### config.mk
export PLATFORM = sky130hd
export DESIGN_NAME = disp_run_regs
export DESIGN_NICKNAME = d
export VERILOG_FILES = /design/src/rtl/disp_run_pkg.sv /design/src/rtl/disp_addr_dec.sv /design/src/rtl/disp_port.sv /design/src/rtl/run_latch.sv /design/src/rtl/disp_run_regs.sv
export SDC_FILE = /design/constraint.sdc
export NUM_CORES = 1
export LEC_CHECK = 0
export ABC_AREA = 1
export BUFFER_PORTS_ARGS = -buffer_cell sky130_fd_sc_hd__buf_2
export CAP_MARGIN = 20
export CORE_MARGIN = 1.5
export CORE_UTILIZATION = 39
export CTS_CLUSTER_DIAMETER = 80
export CTS_CLUSTER_SIZE = 8
export DETAILED_ROUTE_END_ITERATION = 12
export GPL_TIMING_DRIVEN = 0
export PLACE_DENSITY = 0.79
export SKIP_LAST_GASP = 1
export SLEW_MARGIN = 20
export SYNTH_ARGS = -nofsm -noshare
export SYNTH_HDL_FRONTEND = slang
export SYNTH_HIERARCHICAL = 1
export SYNTH_SLANG_ARGS = --single-unit
export TNS_END_PERCENT = 50
### constraint.sdc
create_clock -name clk -period 1.5 [get_ports clk]
set_clock_uncertainty 0.05 [all_clocks]
set_input_delay 0.075 -clock clk [delete_from_list [all_inputs] [get_ports clk]]
set_output_delay 0.075 -clock clk [all_outputs]
set_load 0.02 [all_outputs]
### src/rtl/disp_run_pkg.sv
package disp_run_pkg;
  typedef enum logic [1:0] {
    SEL_NONE = 2'd0,
    SEL_STAT = 2'd1,
    SEL_DATA = 2'd2,
    SEL_CTRL = 2'd3
  } reg_sel_e;
endpackage

### src/rtl/disp_addr_dec.sv
module disp_addr_dec
  import disp_run_pkg::*;
#(
  parameter int unsigned ADDR_W = 16,
  parameter logic [ADDR_W-1:0] STAT_ADDR = 16'hFE04,
  parameter logic [ADDR_W-1:0] DATA_ADDR = 16'hFE06,
  parameter logic [ADDR_W-1:0] CTRL_ADDR = 16'hFFFE
) (
  input  logic [ADDR_W-1:0] addr,
  output reg_sel_e          sel
);
  always_comb begin
    if (addr == STAT_ADDR)      sel = SEL_STAT;
    else if (addr == DATA_ADDR) sel = SEL_DATA;
    else if (addr == CTRL_ADDR) sel = SEL_CTRL;
    else                        sel = SEL_NONE;
  end
endmodule

### src/rtl/disp_port.sv
module disp_port #(
  parameter int unsigned CHAR_W = 8
) (
  input  logic              clk,
  input  logic              rst,
  input  logic              wr_en,
  input  logic [CHAR_W-1:0] wr_char,
  output logic [CHAR_W-1:0] ch_data,
  output logic              ch_valid,
  input  logic              ch_ready,
  output logic              ready,
  output logic              overrun
);
  logic take;
  logic drop;

  assign take  = wr_en && !ch_valid;
  assign drop  = wr_en && ch_valid;
  assign ready = !ch_valid;

  always_ff @(posedge clk) begin
    if (rst) begin
      ch_valid <= 1'b0;
      ch_data  <= '0;
      overrun  <= 1'b0;
    end else begin
      if (take) begin
        ch_valid <= 1'b1;
        ch_data  <= wr_char;
      end else if (ch_valid && ch_ready) begin
        ch_valid <= 1'b0;
      end
      if (drop) overrun <= 1'b1;
    end
  end

  assert_stream_hold_R4: assert property (@(posedge clk) disable iff (rst)
    (ch_valid && !ch_ready) |=> (ch_valid && $stable(ch_data)));

  assert_accept_R3: assert property (@(posedge clk) disable iff (rst)
    (wr_en && !ch_valid) |=> (ch_valid && ch_data == $past(wr_char)));

  assert_drop_sets_overrun_R5: assert property (@(posedge clk) disable iff (rst)
    (wr_en && ch_valid) |=> (overrun && ch_data == $past(ch_data)));

  assert_overrun_sticky_R5: assert property (@(posedge clk) disable iff (rst)
    overrun |=> overrun);
endmodule

### src/rtl/run_latch.sv
module run_latch (
  input  logic clk,
  input  logic rst,
  input  logic clr_wr,
  input  logic start,
  output logic run
);
  always_ff @(posedge clk) begin
    if (rst)         run <= 1'b1;
    else if (clr_wr) run <= 1'b0;
    else if (start)  run <= 1'b1;
  end

  assert_stop_only_by_write_R7: assert property (@(posedge clk) disable iff (rst)
    $fell(run) |-> $past(clr_wr));

  assert_restart_only_by_start_R8: assert property (@(posedge clk) disable iff (rst)
    $rose(run) |-> ($past(start) || $past(rst)));

  assert_clear_wins_R8: assert property (@(posedge clk) disable iff (rst)
    (clr_wr && start) |=> !run);
endmodule

### src/rtl/disp_run_regs.sv
module disp_run_regs
  import disp_run_pkg::*;
#(
  parameter int unsigned ADDR_W = 16,
  parameter int unsigned DATA_W = 16,
  parameter int unsigned CHAR_W = 8,
  parameter logic [ADDR_W-1:0] STAT_ADDR = 16'hFE04,
  parameter logic [ADDR_W-1:0] DATA_ADDR = 16'hFE06,
  parameter logic [ADDR_W-1:0] CTRL_ADDR = 16'hFFFE
) (
  input  logic              clk,
  input  logic              rst,
  input  logic              start,
  input  logic              bus_sel,
  input  logic              bus_we,
  input  logic [ADDR_W-1:0] bus_addr,
  input  logic [DATA_W-1:0] bus_wdata,
  output logic [DATA_W-1:0] bus_rdata,
  output logic [CHAR_W-1:0] ch_data,
  output logic              ch_valid,
  input  logic              ch_ready,
  output logic              run
);
  localparam int unsigned TOP = DATA_W - 1;

  reg_sel_e sel;
  logic     rd_req;
  logic     wr_req;
  logic     ready;
  logic     overrun;
  logic     unused_wdata_bits;

  assign rd_req = bus_sel && !bus_we;
  assign wr_req = bus_sel && bus_we;
  assign unused_wdata_bits = ^bus_wdata[TOP-1:CHAR_W];

  disp_addr_dec #(
    .ADDR_W(ADDR_W), .STAT_ADDR(STAT_ADDR),
    .DATA_ADDR(DATA_ADDR), .CTRL_ADDR(CTRL_ADDR)
  ) u_dec (
    .addr(bus_addr),
    .sel (sel)
  );

  disp_port #(.CHAR_W(CHAR_W)) u_port (
    .clk     (clk),
    .rst     (rst),
    .wr_en   (wr_req && sel == SEL_DATA),
    .wr_char (bus_wdata[CHAR_W-1:0]),
    .ch_data (ch_data),
    .ch_valid(ch_valid),
    .ch_ready(ch_ready),
    .ready   (ready),
    .overrun (overrun)
  );

  run_latch u_run (
    .clk   (clk),
    .rst   (rst),
    .clr_wr(wr_req && sel == SEL_CTRL && !bus_wdata[TOP]),
    .start (start),
    .run   (run)
  );

  always_ff @(posedge clk) begin
    if (rst) begin
      bus_rdata <= '0;
    end else if (rd_req) begin
      case (sel)
        SEL_STAT: bus_rdata <= {ready, overrun, {(DATA_W-2){1'b0}}};
        SEL_CTRL: bus_rdata <= {run, {(DATA_W-1){1'b0}}};
        default:  bus_rdata <= '0;
      endcase
    end
  end

  assert_unmapped_reads_zero_R9: assert property (@(posedge clk) disable iff (rst)
    (rd_req && (sel == SEL_NONE || sel == SEL_DATA)) |=> (bus_rdata == '0));

  assert_status_ready_R2: assert property (@(posedge clk) disable iff (rst)
    (rd_req && sel == SEL_STAT) |=> (bus_rdata[TOP] == $past(!ch_valid)));

  assert_ctrl_read_R6: assert property (@(posedge clk) disable iff (rst)
    (rd_req && sel == SEL_CTRL) |=> (bus_rdata[TOP-1:0] == '0));

  assert_handshake_write_dropped_R10: assert property (@(posedge clk) disable iff (rst)
    (ch_valid && ch_ready && wr_req && sel == SEL_DATA) |=> (!ch_valid && overrun));
endmodule

==> summary.txt <==
Status
  – Status: finished, final reports clean

Power and ir drop
  – Logic pwr share: 22.0%
  – Leak pwr: 0.7059 nW
  – Sequential power share: 48.5%
  – Int Power: 0.0005255 W
  – Sw Pwr: 0.0001949 W
  – PD cells: 606.0 nW/um^2
  – Peak supply drop: 0.6612 mV
  – Clock share of power: 29.5%
  – Sw Share: 27.05%
  – Total power: 0.0007204 W

Critical path
  – Kind of critical path: in -> reg
  – Required time of the worst setup path: 1.62 ns
  – Critical path launch point type: input port
  – CP endpoint kind: flip-flop
  – Reg2reg path depth: 5
  – Critical Path AT: 1.37 ns
  – Worst-path maximum fanout: 10

Clock tree
  – CTS tree: built
  – Clk slew on worst S/H paths: 0.07 ns
  – Clock sinks: 13
  – Insertion delay of the later-clocked pin in the worst-skew pair: 0.27 ns
  – CTS Buffer Depth: 2
  – CTS Root Buffer Type: clkbuf_4
  – TritonCTS Buffers: 3
  – CTS HTree Levels: 1

Place
  – DP Area: 1127 um^2
  – Place WS: -0.09327 ns
  – IO Port Bufs: 42
  – DP Cell Count: 222
  – GP Congestion: 0.7908
  – Detailed placer's ending HPWL: 1.510 mm

Timing
  – Setup ws final: 0.2540 ns
  – Count of final hold-check violations: 0
  – Final Setup Violations: 0
  – RSZ-0062 raised after global routing: false
  – Hold WS: 0.02299 ns
  – Slew Limit Fails: 0
  – Period minus WS final: 1.246 ns
  – Period utilisation layout: 83.07%
  – Maximum clock rate: 0.8026 GHz

Global routing
  – Gr usage total: 16.90%
  – Met2 usage: 31.08%
  – Vias in the first global route: 839
  – GR peak layer: met2
  – Grt met1 use: 16.86%
  – Met3 GRT Util: 4.908%
  – First-pass GRT wire length: 3.180 mm
  – Largest net degree at the start of global routing: 11
  – Initial antenna violation count: 0
  – Total grt overflow: 0

Logic synthesis
  – Synth unique cells: 14
  – Yosys reg bits: 13
  – Top cells by area, synth: dfxtp_1 31%, nand2_1 14%, buf_4 13%
  – Syn_area_per_cell: 5.961 um^2
  – Post-synth top area share: 31.18%
  – Ys Warns: 6
  – Synth area leader: dfxtp_1
  – Sequential area share after synthesis: 31.18%
  – Post-Synthesis Cells: 140
  – Netlist Area Pre-Place: 834.6 um^2

Cells and area
  – Most frequent cells in the layout: 43 x buf_2, 31 x nand2_1, 28 x inv_1
  – Non-Filler Instances: 229
  – Register area: 260.3 um^2
  – Final Net Count: 241
  – Leading cell type in the layout, fill and taps excluded: buf_2
  – Area of the multi-input gates: 409.1 um^2
  – Final Cell Area: 1189 um^2
  – Fillcell total: 208
  – Diodes inserted: 0
  – P&R area growth vs syn: 42.43%
  – Layout cells sized above 1: 32.67%

Min path
  – Hold depth: 5
  – Min-Delay Path Class: in -> reg

Route
  – WL final: 1.808 mm
  – # DRC: 0
  – DR vias: 930
  – DR WL/cell: 7.895 um
  – Routed Antenna Nets: 0
  – Pre-Repair DR Iteration Count: 4
  – Routed vias/inst: 4.061
  – Detailed Route Iter0 Violations: 17

Floorplan
  – Core ar.: 1982 um^2
  – Die height: 49.26 um
  – Die W: 49.26 um
  – Row cnt: 16
  – Initial core utilization: 42.11%
  – I/O Pins: 64
  – Die area: 2427 um^2

Flow run
  – Max-Cap Viols: 0
## final cells by class
cell class                      instances  area share [%]
Buffer                                 15           9.263
Clock buffer                            4           2.211
Inverter                               29           9.158
Multi-Input combinational cell         96           34.42
Sequential cell                        13           21.89
Tap cell                               27           2.842
Timing Repair Buffer                   45           20.21
## critical path, stage by stage
cell and delay, ns:
buf_2 0.10, nor2_1 0.11, nand2_1 0.09, nor2_2 0.10, nand2_1 0.05, nand2_1 0.10, inv_1 0.07, nor3_1 0.23
buf_2 0.25, nand3_1 0.10, nand2_1 0.06, nor2_1 0.04
## final timing paths
check / slack, ns / endpoint / from
setup / recovery: 0.25 / u_port/ch_data[1] / bus_addr[6]
hold / removal: 0.02 / u_run/run / bus_wdata[15]
setup reg to reg: 0.50 / bus_rdata[15] / u_port/ch_valid
hold reg to reg: 0.43 / u_port/ch_data[0] / u_port/ch_data[0]
## flip-flops by register name, indices dropped and copies added, names as in the netlist
| signal | cells |
|---|---|
| bus_rdata | 2 |
| u_port/ch_data | 8 |
| u_port/ch_valid | 1 |
| u_port/overrun | 1 |
| u_run/run | 1 |
## cell families after synthesis
logic type             after synthesis  share of synthesized area (%)
AOI/OAI and AO/OA                    5                          2.998
buffers and inverters               44                          26.24
and+or+nand+nor                     77                          39.13
other                                1                         0.4493
DFF                                 13                          31.18
## per-layer routing
metal  wire [um]  vias to the layer above
met5           0                        -
met4          70                        0
met3         124                        8
met2         849                       37
met1         764                      374
li1            -                      511
## metrics by stage
step	util (%)	TNS (ns)
2_1_floorplan	-	0
3_3_place_gp	56.88	-0.0001247
3_5_place_dp	56.88	-0.5857
4_1_cts	59.72	0
5_1_grt	59.97	0
6_report	59.97	0
## synth_stat cells
cell type  instances
nor2_1            24
nor2_2             5
buf_2              1
inv_1             28
inv_2              1
o21ai_1            1
dfxtp_1           13
nand3_1           12
nand4_1            3
a21oi_1            4
conb_1             1
nand2_1           31
buf_4             14
nor3_1             2
## power by group through the flow
| stage | registers (W) | logic [W] | clock network [W] |
|---|---|---|---|
| floorplan | 0.000361 | 0.0000939 | 0 |
| global placement | 0.000357 | 0.000148 | 0 |
| detailed placement | 0.000358 | 0.000152 | 0 |
| CTS | 0.000349 | 0.000158 | 0.000224 |
| global route | 0.000350 | 0.000178 | 0.000248 |
| finish | 0.000349 | 0.000159 | 0.000212 |
## timing repair
item / CTS / global route
endpoints found under the hold margin: 3 / 0
gates resized for setup: 0 / 1
setup endpoints to repair: 0 / 3
hold buffers: 3 / 0
buffers inserted: 0 / 0
Power figures use the tool's default switching activity.
